<file path="config.mk">
export PLATFORM = sky130hd
export DESIGN_NAME = qci_top
export DESIGN_NICKNAME = d
export VERILOG_FILES = /design/src/rtl/qci_pkg.sv /design/src/rtl/qci_sync.sv /design/src/rtl/qci_quad_fsm.sv /design/src/rtl/qci_counter.sv /design/src/rtl/qci_irq_unit.sv /design/src/rtl/qci_top.sv
export SDC_FILE = /design/constraint.sdc
export NUM_CORES = 1
export LEC_CHECK = 0
export BUFFER_PORTS_ARGS = -buffer_cell sky130_fd_sc_hd__buf_4
export CAP_MARGIN = 25
export CORE_MARGIN = 8
export CORE_UTILIZATION = 45
export DETAILED_ROUTE_END_ITERATION = 10
export PLACE_DENSITY = 0.69
export REMOVE_ABC_BUFFERS = 1
export SLEW_MARGIN = 30
export SYNTH_ARGS = -nofsm -noshare
export SYNTH_HDL_FRONTEND = slang
export SYNTH_HIERARCHICAL = 1
export SYNTH_SLANG_ARGS = --single-unit
</file>
<file path="constraint.sdc">
create_clock -name clk -period 5.1 [get_ports clk]
set_clock_uncertainty 0.1 [all_clocks]
set_input_delay 0.51 -clock clk [delete_from_list [all_inputs] [get_ports clk]]
set_output_delay 0.51 -clock clk [all_outputs]
set_load 0.01 [all_outputs]
</file>
<file path="src/rtl/qci_pkg.sv">
package qci_pkg;

    localparam int ADDR_W = 3;
    localparam int NUM_EV = 4;

    typedef enum logic [ADDR_W-1:0] {
        REG_CTRL  = 3'd0,
        REG_CFG   = 3'd1,
        REG_STAT  = 3'd2,
        REG_COUNT = 3'd3,
        REG_LATCH = 3'd4,
        REG_CMP   = 3'd5
    } reg_addr_e;

    // control word bits
    localparam int CTL_IE_LATCH = 0;
    localparam int CTL_IE_STOP  = 1;
    localparam int CTL_IE_ZORG  = 2;
    localparam int CTL_IE_CMP   = 3;
    localparam int CTL_X4       = 4;
    localparam int CTL_W        = 5;

    // configuration word bits
    localparam int CFG_LATCH_FALL = 0;
    localparam int CFG_STOP_FALL  = 1;
    localparam int CFG_INHIBIT    = 2;
    localparam int CFG_ORG_MODE   = 3;
    localparam int CFG_W          = 4;

    // event / status indices
    localparam int EV_LATCH = 0;
    localparam int EV_STOP  = 1;
    localparam int EV_ZORG  = 2;
    localparam int EV_CMP   = 3;

    // synchronised input vector positions
    localparam int IN_A     = 0;
    localparam int IN_B     = 1;
    localparam int IN_Z     = 2;
    localparam int IN_ORG   = 3;
    localparam int IN_LATCH = 4;
    localparam int IN_STOP  = 5;
    localparam int NUM_IN   = 6;

    // quadrature state: {A, B}
    typedef enum logic [1:0] {
        Q00 = 2'b00,
        Q01 = 2'b01,
        Q10 = 2'b10,
        Q11 = 2'b11
    } quad_state_e;

endpackage

</file>
<file path="src/rtl/qci_sync.sv">
module qci_sync #(
    parameter int W      = 6,
    parameter int STAGES = 2
) (
    input  logic         clk,
    input  logic         rst_n,
    input  logic [W-1:0] async_in,
    output logic [W-1:0] level,
    output logic [W-1:0] level_q
);
    logic [W-1:0] chain [STAGES];

    genvar g;
    generate
        for (g = 0; g < STAGES; g++) begin : g_stage
            if (g == 0) begin : g_first
                always_ff @(posedge clk or negedge rst_n) begin
                    if (!rst_n) chain[g] <= '0;
                    else        chain[g] <= async_in;
                end
            end else begin : g_next
                always_ff @(posedge clk or negedge rst_n) begin
                    if (!rst_n) chain[g] <= '0;
                    else        chain[g] <= chain[g-1];
                end
            end
        end
    endgenerate

    assign level = chain[STAGES-1];

    always_ff @(posedge clk or negedge rst_n) begin
        if (!rst_n) level_q <= '0;
        else        level_q <= level;
    end
endmodule

</file>
<file path="src/rtl/qci_quad_fsm.sv">
module qci_quad_fsm
    import qci_pkg::*;
(
    input  logic clk,
    input  logic rst_n,
    input  logic a,
    input  logic b,
    input  logic x4,
    output logic step,
    output logic up
);
    quad_state_e state;
    quad_state_e next_state;

    assign next_state = quad_state_e'({a, b});

    // state register: always follows the sampled pair
    always_ff @(posedge clk or negedge rst_n) begin
        if (!rst_n) state <= Q00;
        else        state <= next_state;
    end

    // outputs: decode the transition state -> next_state
    always_comb begin
        logic fwd;
        logic rev;
        fwd  = 1'b0;
        rev  = 1'b0;
        unique case (state)
            Q00: begin
                fwd = (next_state == Q10);
                rev = (next_state == Q01);
            end
            Q10: begin
                fwd = (next_state == Q11);
                rev = (next_state == Q00);
            end
            Q11: begin
                fwd = (next_state == Q01);
                rev = (next_state == Q10);
            end
            Q01: begin
                fwd = (next_state == Q00);
                rev = (next_state == Q11);
            end
            default: begin
                fwd = 1'b0;
                rev = 1'b0;
            end
        endcase
        if (x4) begin
            step = fwd | rev;
            up   = fwd;
        end else begin
            // x1: A rising only, direction from B
            step = (state == Q00 && next_state == Q10) ||
                   (state == Q01 && next_state == Q11);
            up   = (state == Q00);
        end
    end
endmodule

</file>
<file path="src/rtl/qci_counter.sv">
module qci_counter #(
    parameter int CW = 24
) (
    input  logic          clk,
    input  logic          rst_n,
    input  logic          step,
    input  logic          up,
    input  logic          inhibit,
    input  logic          clear,
    input  logic          latch_evt,
    output logic [CW-1:0] count,
    output logic [CW-1:0] latched
);
    localparam logic [CW-1:0] ONE = CW'(1);

    always_ff @(posedge clk or negedge rst_n) begin
        if (!rst_n) begin
            count <= '0;
        end else if (clear) begin
            count <= '0;
        end else if (step && !inhibit) begin
            count <= up ? count + ONE : count - ONE;
        end
    end

    always_ff @(posedge clk or negedge rst_n) begin
        if (!rst_n)         latched <= '0;
        else if (latch_evt) latched <= count;
    end
endmodule

</file>
<file path="src/rtl/qci_irq_unit.sv">
module qci_irq_unit #(
    parameter int NEV = 4
) (
    input  logic           clk,
    input  logic           rst_n,
    input  logic [NEV-1:0] set_evt,
    input  logic           clr_wr,
    input  logic [NEV-1:0] clr_data,
    input  logic [NEV-1:0] enable,
    output logic [NEV-1:0] status,
    output logic           irq
);
    genvar g;
    generate
        for (g = 0; g < NEV; g++) begin : g_flag
            always_ff @(posedge clk or negedge rst_n) begin
                if (!rst_n)                      status[g] <= 1'b0;
                else if (set_evt[g])             status[g] <= 1'b1;
                else if (clr_wr && !clr_data[g]) status[g] <= 1'b0;
            end
        end
    endgenerate

    assign irq = |(status & enable);
endmodule

</file>
<file path="src/rtl/qci_top.sv">
module qci_top
    import qci_pkg::*;
#(
    parameter int CW = 24
) (
    input  logic              clk,
    input  logic              rst_n,
    input  logic              a_in,
    input  logic              b_in,
    input  logic              z_in,
    input  logic              org_in,
    input  logic              latch_in,
    input  logic              stop_in,
    input  logic              wr_en,
    input  logic [ADDR_W-1:0] addr,
    input  logic [CW-1:0]     wdata,
    output logic [CW-1:0]     rdata,
    output logic              irq
);
    logic [NUM_IN-1:0] raw_in;
    logic [NUM_IN-1:0] lvl;
    logic [NUM_IN-1:0] lvl_q;

    logic [CTL_W-1:0]  ctrl;
    logic              latch_fall;
    logic              stop_fall;
    logic              org_mode;
    logic              inhibit;
    logic [CW-1:0]     cmp_val;

    logic              step;
    logic              up;
    logic [CW-1:0]     count;
    logic [CW-1:0]     latched;
    logic [NUM_EV-1:0] status;
    logic [NUM_EV-1:0] ev_set;

    logic              zo_q;
    logic              zo_lvl;
    logic              latch_evt;
    logic              stop_evt;
    logic              zorg_evt;
    logic              org_rise;
    logic              clear;
    logic              cmp_hit;
    logic              wr_ctrl;
    logic              wr_cfg;
    logic              wr_cmp;
    logic              wr_stat;

    assign raw_in = {stop_in, latch_in, org_in, z_in, b_in, a_in};

    qci_sync #(.W(NUM_IN), .STAGES(2)) u_sync (
        .clk     (clk),
        .rst_n   (rst_n),
        .async_in(raw_in),
        .level   (lvl),
        .level_q (lvl_q)
    );

    qci_quad_fsm u_quad (
        .clk  (clk),
        .rst_n(rst_n),
        .a    (lvl[IN_A]),
        .b    (lvl[IN_B]),
        .x4   (ctrl[CTL_X4]),
        .step (step),
        .up   (up)
    );

    // event detection
    assign latch_evt = latch_fall ? (lvl_q[IN_LATCH] & ~lvl[IN_LATCH])
                                  : (lvl[IN_LATCH] & ~lvl_q[IN_LATCH]);
    assign stop_evt  = stop_fall  ? (lvl_q[IN_STOP] & ~lvl[IN_STOP])
                                  : (lvl[IN_STOP] & ~lvl_q[IN_STOP]);
    assign zo_lvl    = lvl[IN_Z] & lvl[IN_ORG];
    assign zorg_evt  = ~org_mode & zo_lvl & ~zo_q;
    assign org_rise  = lvl[IN_ORG] & ~lvl_q[IN_ORG];
    assign clear     = zorg_evt | (org_mode & org_rise);
    assign cmp_hit   = (count == cmp_val);

    always_ff @(posedge clk or negedge rst_n) begin
        if (!rst_n) zo_q <= 1'b0;
        else        zo_q <= zo_lvl;
    end

    // register writes
    assign wr_ctrl = wr_en && (addr == REG_CTRL);
    assign wr_cfg  = wr_en && (addr == REG_CFG);
    assign wr_cmp  = wr_en && (addr == REG_CMP);
    assign wr_stat = wr_en && (addr == REG_STAT);

    always_ff @(posedge clk or negedge rst_n) begin
        if (!rst_n) begin
            ctrl       <= '0;
            latch_fall <= 1'b0;
            stop_fall  <= 1'b0;
            org_mode   <= 1'b0;
            cmp_val    <= '0;
        end else begin
            if (wr_ctrl) ctrl <= wdata[CTL_W-1:0];
            if (wr_cfg) begin
                latch_fall <= wdata[CFG_LATCH_FALL];
                stop_fall  <= wdata[CFG_STOP_FALL];
                org_mode   <= wdata[CFG_ORG_MODE];
            end
            if (wr_cmp) cmp_val <= wdata;
        end
    end

    // inhibit: hardware set by a stop event wins over software
    always_ff @(posedge clk or negedge rst_n) begin
        if (!rst_n)       inhibit <= 1'b0;
        else if (stop_evt) inhibit <= 1'b1;
        else if (wr_cfg)   inhibit <= wdata[CFG_INHIBIT];
    end

    qci_counter #(.CW(CW)) u_cnt (
        .clk      (clk),
        .rst_n    (rst_n),
        .step     (step),
        .up       (up),
        .inhibit  (inhibit),
        .clear    (clear),
        .latch_evt(latch_evt),
        .count    (count),
        .latched  (latched)
    );

    always_comb begin
        ev_set           = '0;
        ev_set[EV_LATCH] = latch_evt;
        ev_set[EV_STOP]  = stop_evt;
        ev_set[EV_ZORG]  = zorg_evt;
        ev_set[EV_CMP]   = cmp_hit;
    end

    qci_irq_unit #(.NEV(NUM_EV)) u_irq (
        .clk     (clk),
        .rst_n   (rst_n),
        .set_evt (ev_set),
        .clr_wr  (wr_stat),
        .clr_data(wdata[NUM_EV-1:0]),
        .enable  (ctrl[NUM_EV-1:0]),
        .status  (status),
        .irq     (irq)
    );

    // read mux
    always_comb begin
        rdata = '0;
        unique case (addr)
            REG_CTRL:  rdata[CTL_W-1:0] = ctrl;
            REG_CFG: begin
                rdata[CFG_LATCH_FALL] = latch_fall;
                rdata[CFG_STOP_FALL]  = stop_fall;
                rdata[CFG_INHIBIT]    = inhibit;
                rdata[CFG_ORG_MODE]   = org_mode;
            end
            REG_STAT:  rdata[NUM_EV-1:0] = status;
            REG_COUNT: rdata = count;
            REG_LATCH: rdata = latched;
            REG_CMP:   rdata = cmp_val;
            default:   rdata = '0;
        endcase
    end
endmodule

</file>
==> flow_summary.json, run 1 <==
{
  "status": "finished, final reports clean",
  "fin_cells": 819,
  "crit_arrival_ns": 4.12,
  "fin_util_pct": 51.3,
  "syn_inst": 591,
  "min_path_type": "primary input to asynchronous set/reset pin",
  "cts_root_buf": "clkbuf_16",
  "p_clk_share_pct": 19.7,
  "r2r_cells": 12,
  "rsz0062_at_grt": "false",
  "layout-drive-gt1-share_pct": 24.4,
  "drv_slew": 0,
  "postCtsSetupRepairBufs": 0,
  "die_y_um": 134,
  "drcViolationCount": 0,
  "hold_viol_final": 0,
  "gp_congestion": 0.877,
  "num_rows": 43,
  "grt.overflow.total": 0,
  "vias_per_cell": 5.64,
  "syn_avg_cell_area_um2": 10.6,
  "wl_met1_um": 7130,
  "core_um2": 13700,
  "ant_nets": 0,
  "cp_data_required_time_ns": 5.28,
  "cts_num_sinks": 103,
  "cts.path.max_buffers": 2,
  "fp.dieArea_um2": 17900,
  "grtUsageTotal_pct": 17.9,
  "start_kind": "register",
  "relSlewSlack_pct": 40.3,
  "multi_input_area_um2": 3440,
  "r2r-start": "u_sync/level[1]",
  "fillers": 1226,
  "p_per_area_nw_per_um2": 463,
  "dpl.hpwl_um": 11300,
  "p_leak_nw": 3.28,
  "drt_first_pass_iters": 5,
  "vias": 4616,
  "r2r_end": "u_cnt/count[23]",
  "postCtsHoldBufs": 0,
  "p_switching_mw": 1.24,
  "maxCapViolations": 0,
  "layout_setup_ws_ns": 1.16,
  "wl_per_cell_um": 18.8,
  "fin_crit_sh_pct": 77.2,
  "cts_tree": "built",
  "grt_pass1_vias": 4781,
  "layout.nets": 694,
  "power_frac_comb_pct": 43.1,
  "ys_warn_count": 6,
  "numPortBuffers": 60,
  "cts_buffers": 9,
  "max_clock_freq_mhz": 254,
  "startpoint": "u_sync/level[1]",
  "pin_count": 61,
  "die_x_um": 134,
  "insertion_delay_ns": 0.35,
  "r2r_slack_ns": 1.16,
  "wl_met3_um": 576,
  "wirelength_um": 15400,
  "seqPwrFrac_pct": 37.1,
  "ir_worst_vdd_uv": 221,
  "setup_viol": 0,
  "drtIter0Drc": 338,
  "fin_crit_ns": 3.94,
  "swShare_pct": 38.2,
  "tightest_slew_ns": 0.895,
  "antenna_found_initial": 0,
  "timing.hold.ws_ns": 0.0761,
  "post-place-ws_ns": 1.15,
  "htree_levels": 3,
  "diodes": 0,
  "endpoint": "u_cnt/count[23]",
  "cts_resized": 0,
  "dr_wl_met2_um": 7430,
  "dp_cells": 804,
  "grt_max_degree": 57,
  "endpoint_kind": "register",
  "setup_tns_ns": 0,
  "worst-setup-path-type": "register to register",
  "syn_area_um2": 6260,
  "critPathMaxFanout": 22,
  "power.internal_mw": 2.01,
  "cts.clk_slew.worst_paths_ns": 0.07,
  "area_growth_pct": 12.5,
  "grt_pass1_wl_um": 25800,
  "routed.top_layer": "met4",
  "start_util_pct": 45.6,
  "register_area_um2": 2580
}
## registers in the layout, summed over array words and instances, names as in the netlist
name and count:
cmp_val 24, u_irq/status 4, u_cnt/latched 24, u_sync/chain 6, zo_q 1, ctrl 5, u_sync/level 6, latch_fall 1
u_quad/state 2, inhibit 1, org_mode 1, u_cnt/count 24, u_sync/level_q 3, stop_fall 1
## critical path, stage by stage (launching register included)
cell and delay, ns:
dfrtp_1 0.44, and4b_1 0.23, a31o_1 0.18, a22o_1 0.28
inv_1 0.62, ha_1 0.42, a21o_1 0.24, a21oi_4 0.21
a2111oi_4 0.12, o2111a_1 0.29, or4_4 0.42, a21o_1 0.20
a21oi_2 0.12
## final cells by class
| type | instances | share of cell area, % |
|---|---|---|
| inverter | 13 | 0.693 |
| sequential | 103 | 36.6 |
| tap | 180 | 3.20 |
| clock buffer | 12 | 3.50 |
| multi-input combinational | 444 | 48.9 |
| timing repair buffer | 64 | 6.83 |
| clock inverter | 3 | 0.267 |
## routing by layer
metal / up-vias / GRT usage [%]
met2: 86 / 28.3
met4: 0 / 6.55
met3: 14 / 3.07
li1: 2218 / -
met5: - / 0
met1: 2298 / 24.0
## power groups by stage
stage / combinational [mW] / sequential (mW) / clock (mW)
2_1_floorplan: 1.07 / 1.15 / 0
3_3_place_gp: 1.38 / 1.21 / 0
3_5_place_dp: 1.40 / 1.22 / 0
4_1_cts: 1.41 / 1.21 / 0.661
5_1_grt: 1.56 / 1.24 / 0.690
6_report: 1.40 / 1.21 / 0.643
## cells in the final DEF, fill, tap and decap left out, types with 2 or more instances in the layout
cell,instances
o21ai_2,6
mux2_4,20
nand2_1,58
o21ai_1,3
nor4_1,5
a21o_2,2
o21ai_0,30
o21bai_1,4
and3_1,5
o22ai_1,4
buf_4,64
nand4_1,7
nand3b_1,9
nor3_1,7
clkbuf_16,9
clkinv_2,2
dfrtp_1,103
nand2b_1,14
ha_1,22
xor2_1,20
a211oi_1,7
nor3b_1,2
inv_1,12
a31oi_1,2
nor2b_1,5
a22oi_1,3
o2111a_1,2
nand3_1,9
a311oi_1,2
xnor2_1,24
mux2i_1,26
mux2_2,37
a221oi_1,2
nor4b_4,2
a21o_1,13
nor2_1,24
a21oi_1,39
clkbuf_1,2
o211ai_1,4
## through the flow
step           instance area, µm²  power [mW]
3_5_place_dp                 6770        2.62
4_1_cts                      7040        3.28
5_1_grt                      7040        3.48
6_report                     7040        3.26
2_1_floorplan                6060        2.21
3_3_place_gp                 6770        2.59
## worst min-delay path by stage
stage | from | to | slack [ns] | cells past startpoint
6_report | rst_n | u_cnt/count[18] | 0.08 | 1
5_1_grt | rst_n | cmp_val[19] | 0.12 | 1
4_1_cts | rst_n | u_cnt/count[18] | 0.09 | 1
3_5_place_dp | u_sync/chain[11] | u_sync/level[5] | 0.24 | 0
3_3_place_gp | u_sync/chain[8] | u_sync/level[2] | 0.23 | 0
2_1_floorplan | rst_n | cmp_val[0] | 0.11 | 0
No activity file was read; power rests on OpenSTA's default activity.
==> run 2, diff against run 1 <==
--- a/config.mk
+++ b/config.mk
@@ -5,12 +5,13 @@
 export SDC_FILE = /design/constraint.sdc
 export NUM_CORES = 1
 export LEC_CHECK = 0
+export ABC_AREA = 1
 export BUFFER_PORTS_ARGS = -buffer_cell sky130_fd_sc_hd__buf_4
 export CAP_MARGIN = 25
 export CORE_MARGIN = 8
 export CORE_UTILIZATION = 45
 export DETAILED_ROUTE_END_ITERATION = 10
-export PLACE_DENSITY = 0.69
+export PLACE_DENSITY = 0.72
 export REMOVE_ABC_BUFFERS = 1
 export SLEW_MARGIN = 30
 export SYNTH_ARGS = -nofsm -noshare
==> constraint.sdc (replaced) <==
create_clock -name clk -period 3.6 [get_ports clk]
set_clock_uncertainty 0.1 [all_clocks]
set_input_delay 0.36 -clock clk [delete_from_list [all_inputs] [get_ports clk]]
set_output_delay 0.36 -clock clk [all_outputs]
set_load 0.01 [all_outputs]
==> run 2 against run 1 <==
Via count rose by 27%. Flip-flop and latch count stayed put. Worst hold slack better by 0.057 ns. Sequential power up 25%. Core utilization grew 1.1 points. Setup slack worse by 0.65 ns. Cell area rose by 7.0%. Combinational power up 13%. Global-route usage is 0.50 points higher. Die area is 4.0% higher. Cell count increased by 45%.
==> flow_summary.json, run 2 <==
{
  "layout_common_cells": "nand2_1, inv_1, dfrtp_1",
  "core_um2": 14400,
  "postCtsHoldBufs": 7,
  "critPathMaxFanout": 22,
  "pin_count": 61,
  "wl_per_cell_um": 14.0,
  "insertion_delay_ns": 0.36,
  "ys_warn_count": 6,
  "setup_viol": 0,
  "slowest_stage": "o21ai_0",
  "syn_inst": 939,
  "power.internal_mw": 2.49,
  "die_y_um": 137,
  "setup_tns_ns": 0,
  "drtIter0Drc": 347,
  "cts.path.max_buffers": 2,
  "start_kind": "register",
  "cts_num_sinks": 103,
  "gp_congestion": 0.957,
  "crit_arrival_ns": 3.22,
  "cp_data_required_time_ns": 3.74,
  "dp_cells": 1165,
  "wirelength_um": 16700,
  "final_cell_area_um2": 7530,
  "rsz0062_at_grt": "false",
  "startpoint": "u_quad/state[1]",
  "numPortBuffers": 60,
  "final_common_cell": "nand2_1",
  "fin_cells": 1187,
  "grt.overflow.total": 0,
  "p_switching_mw": 1.59,
  "cts_resized": 0,
  "cts_tree": "built",
  "swShare_pct": 39.0,
  "cp_slowest_stage_delay_ns": 0.52,
  "drcViolationCount": 0,
  "fin_util_pct": 52.4,
  "hold_start": "wdata[7]",
  "layout_setup_ws_ns": 0.517,
  "drv_slew": 0,
  "p_per_area_nw_per_um2": 541,
  "fp.dieArea_um2": 18700,
  "worst-setup-path-type": "register to register",
  "cts_root_buf": "clkbuf_16",
  "worstPathCellList": "inv_1 > nand2_2 > o21ai_0 > inv_1 > buf_4 > ha_1 > nand2_1 > inv_1 > a21oi_1 > nand2_1 > nor2_1 > nand2_1 > nand3_1 > o21ai_0",
  "syn_avg_cell_area_um2": 6.97,
  "dpl.hpwl_um": 12100,
  "ir_worst_vdd_uv": 252,
  "drt_first_pass_iters": 5,
  "p_clk_share_pct": 24.2,
  "htree_levels": 3,
  "largest_registers": "cmp_val (24), u_cnt/count (24), u_cnt/latched (24)",
  "die_x_um": 137,
  "area_growth_pct": 15.1,
  "antenna_found_initial": 0,
  "hold_viol_final": 0,
  "cts_buffers": 9,
  "max_clock_freq_mhz": 324,
  "grtUsageTotal_pct": 18.4,
  "vias": 5883,
  "seqPwrFrac_pct": 37.1,
  "fin_crit_ns": 3.08,
  "maxCapViolations": 0,
  "tightest_slew_ns": 0.899,
  "endpoint_kind": "register",
  "p_leak_nw": 4.13,
  "status": "finished, final reports clean",
  "postCtsSetupRepairBufs": 0,
  "total_power_mw": 4.08,
  "register_area_um2": 2580,
  "fin_crit_sh_pct": 85.6,
  "grt_pass1_vias": 5532,
  "layout-drive-gt1-share_pct": 12.6,
  "relSlewSlack_pct": 40.0,
  "grt_max_degree": 59,
  "start_util_pct": 45.6,
  "syn_area_um2": 6550,
  "grt_pass1_wl_um": 27200,
  "fillers": 1429,
  "diodes": 0,
  "multi_input_area_um2": 3280,
  "place_area_um2": 7140,
  "num_rows": 44,
  "min_path_type": "primary input to register",
  "power_frac_comb_pct": 38.7,
  "post-place-ws_ns": 0.590,
  "timing.hold.ws_ns": 0.133,
  "layout.nets": 1059,
  "r2r-start": "u_quad/state[1]",
  "cts.clk_slew.worst_paths_ns": 0.07,
  "vias_per_cell": 4.96,
  "ant_nets": 0
}
run 2: cell type report:
type | instances | share of cell area (%)
Timing Repair Buffer | 72 | 7.67
Inverter | 152 | 7.57
Sequential cell | 103 | 34.2
Multi-Input combinational cell | 662 | 43.6
Tap cell | 184 | 3.06
Clock buffer | 10 | 3.17
Clock inverter | 4 | 0.731
run 2: worst max-delay path: cells and delay by family, from the launching register on:
kind | cells | cell delay [ns]
buf+inv | 4 | 0.52
compound gates | 3 | 0.83
simple gates | 6 | 0.70
flops | 1 | 0.42
fa+ha+maj | 1 | 0.41
run 2: path summary, 6_finish.rpt:
kind | end | depth (start not counted) | slack, ns
worst max-delay path | u_cnt/count[12] | 14 | 0.52
worst min-delay path | cmp_val[7] | 3 | 0.13
worst max register to register | u_cnt/count[12] | 14 | 0.52
worst min register to register | u_sync/level[2] | 0 | 0.25
max in group asynchronous | u_cnt/count[19] | 3 | 2.07
min in group asynchronous | cmp_val[9] | 2 | 0.50
run 2: metal layers:
layer / track usage, % / vias up / share of wire [%]
li1: - / 3035 / -
met1: 23.4 / 2700 / 46
met4: 4.76 / 0 / 1.3
met3: 3.89 / 16 / 5.3
met5: 0 / - / 0
met2: 30.9 / 132 / 47
run 2: power groups by stage:
stage | sequential (mW) | combinational (mW) | clock [mW]
2_1_floorplan | 1.48 | 1.15 | 0
3_3_place_gp | 1.53 | 1.53 | 0
3_5_place_dp | 1.53 | 1.55 | 0
4_1_cts | 1.51 | 1.56 | 1.01
5_1_grt | 1.54 | 1.81 | 1.06
6_report | 1.51 | 1.58 | 0.986
==> run 3, diff against run 2 <==
--- a/config.mk
+++ b/config.mk
@@ -5,7 +5,7 @@
 export SDC_FILE = /design/constraint.sdc
 export NUM_CORES = 1
 export LEC_CHECK = 0
-export ABC_AREA = 1
+export ABC_AREA = 0
 export BUFFER_PORTS_ARGS = -buffer_cell sky130_fd_sc_hd__buf_4
 export CAP_MARGIN = 25
 export CORE_MARGIN = 8
==> run 3 against run 2 <==
Via count shrank 19%. Largest cell class unchanged. Register-to-register slack lost 0.32 ns. Combinational power grew 32%. First-iteration DRC count shrank 8.6%. Critical path depth shrank 1. Cell area shrank 4.3%. Highest routed layer unchanged. Flip-flop and latch count is the same. Maximum frequency shrank 9.5%. Wire length shrank 5.5%. Setup slack lost 0.32 ns. Worst hold slack lost 0.11 ns.
==> flow_summary.json, run 3 (synthesis results as in run 1) <==
{
  "status": "finished, final reports clean",
  "slowest_stage": "dfrtp_1",
  "wirelength_um": 15700,
  "start_util_pct": 45.6,
  "dpl.hpwl_um": 11600,
  "crit_family": "compound AO/OA/AOI/OAI gates",
  "crit_top_cell": "a21o_1",
  "drv_slew": 0,
  "die_y_um": 134,
  "layout.nets": 707,
  "min_path_cells": 1,
  "tightest_slew_ns": 0.821,
  "fp.dieArea_um2": 17900,
  "antenna_found_initial": 0,
  "final_common_cell": "dfrtp_1",
  "num_rows": 43,
  "worstPathCellList": "and4b_1 > a31o_1 > a22o_2 > inv_4 > buf_4 > ha_1 > a21o_1 > nand3_1 > a311oi_2 > o2111a_1 > or4_4 > a21o_1 > a21oi_2",
  "wl_per_cell_um": 18.9,
  "cp_num_buf_inv": 2,
  "layout_setup_ws_ns": 0.194,
  "critPathMaxFanout": 8,
  "grt_pass1_vias": 4992,
  "hold_viol_final": 0,
  "setup_viol": 0,
  "endpoint_kind": "register",
  "max_clock_freq_mhz": 294,
  "cts_tree": "built",
  "dp_cells": 815,
  "ir_worst_vdd_uv": 276,
  "vias": 4783,
  "diodes": 0,
  "r2r-start": "u_sync/level[1]",
  "min_path_type": "primary input to register",
  "crit_arrival_ns": 3.58,
  "postCtsSetupRepairBufs": 0,
  "hold_start": "a_in",
  "insertion_delay_ns": 0.35,
  "fin_cells": 833,
  "cp_data_required_time_ns": 3.78,
  "grt.overflow.total": 0,
  "relSlewSlack_pct": 45.2,
  "largest_registers": "cmp_val (24), u_cnt/count (24), u_cnt/latched (24)",
  "fillers": 1210,
  "layout_common_cells": "dfrtp_1, buf_4, nand2_1",
  "pin_count": 61,
  "fin_crit_sh_pct": 94.6,
  "drcViolationCount": 0,
  "core_um2": 13700,
  "cts_num_sinks": 103,
  "p_per_area_nw_per_um2": 664,
  "p_leak_nw": 3.36,
  "cts_buffers": 9,
  "layout-drive-gt1-share_pct": 27.0,
  "drtIter0Drc": 317,
  "worst-setup-path-type": "register to register",
  "cts.path.max_buffers": 2,
  "hold_path_end": "u_sync/chain[6]",
  "fin_crit_ns": 3.41,
  "maxCapViolations": 0,
  "grt_max_degree": 104,
  "grt_pass1_wl_um": 26000,
  "cts_root_buf": "clkbuf_16",
  "drt_first_pass_iters": 5,
  "setup_tns_ns": 0,
  "ant_nets": 0,
  "r2r_end": "u_cnt/count[23]",
  "rsz0062_at_grt": "false",
  "vias_per_cell": 5.74,
  "grtUsageTotal_pct": 18.0,
  "htree_levels": 3,
  "post-place-ws_ns": 0.0394,
  "die_x_um": 134,
  "cts.clk_slew.worst_paths_ns": 0.07,
  "r2r_slack_ns": 0.19,
  "numPortBuffers": 60,
  "r2r_cells": 13,
  "start_kind": "register",
  "gp_congestion": 0.910,
  "area_growth_pct": 15.2,
  "cp_slowest_stage_delay_ns": 0.43
}
run 3: layer usage:
layer  track usage (%)  up-vias  share of wire [%]
met2              30.4      115                 50
met3              3.85       18                4.4
met5                 0        -                  0
met1              22.5     2409                 44
li1                  -     2241                  -
met4              5.93        0                1.8
run 3: where the power goes:
part           switching [mW]  leakage, nW  internal (mW)
Combinational            1.09         1.92           1.00
Clock                   0.437        0.148          0.545
Sequential              0.292         1.30           1.42
Total                    1.82         3.36           2.97
run 3: per-stage QoR:
step | hold slack, ns | instance area (µm²) | power (mW) | util [%]
2_1_floorplan | -0.0356 | 6060 | 3.14 | -
3_3_place_gp | 0.231 | 6870 | 3.72 | 50.1
3_5_place_dp | 0.236 | 6870 | 3.77 | 50.1
4_1_cts | 0.00433 | 7170 | 4.78 | 52.3
5_1_grt | 0.000919 | 7210 | 5.09 | 52.5
6_report | 0.0186 | 7210 | 4.79 | 52.5
run 3: worst max path at each step:
stage                    startpoint               to  cells past startpoint
floorplan           u_sync/level[1]  u_cnt/count[23]                     12
global placement    u_sync/level[1]  u_cnt/count[23]                     13
detailed placement  u_sync/level[1]  u_cnt/count[23]                     13
CTS                 u_sync/level[1]  u_cnt/count[23]                     13
global route        u_sync/level[1]  u_cnt/count[15]                     14
finish              u_sync/level[1]  u_cnt/count[23]                     13
run 3: layout make-up:
| cell class | instances | area, µm² | share of cell area [%] |
|---|---|---|---|
| clock inverter | 6 | 66.3 | 0.920 |
| clock buffer | 10 | 229 | 3.18 |
| multi-input combinational | 444 | 3460 | 48.0 |
| inverter | 13 | 51.3 | 0.712 |
| sequential | 103 | 2580 | 35.8 |
| tap | 180 | 225 | 3.12 |
| timing repair buffer | 77 | 596 | 8.26 |
run 3: worst reg2reg max path, delay by kind of cell (launching register included):
family | cells | cell delay, ns
simple gates | 3 | 0.76
flops | 1 | 0.43
buf+inv | 2 | 0.31
fa+ha+maj | 1 | 0.30
compound gates | 7 | 1.43
run 3: what timing repair did:
action                                  4_1_cts  5_1_grt
endpoints found under the setup margin        0        9
resized for setup                             0        8
hold buffers                                  1        1
endpoints found under the hold margin         3        1
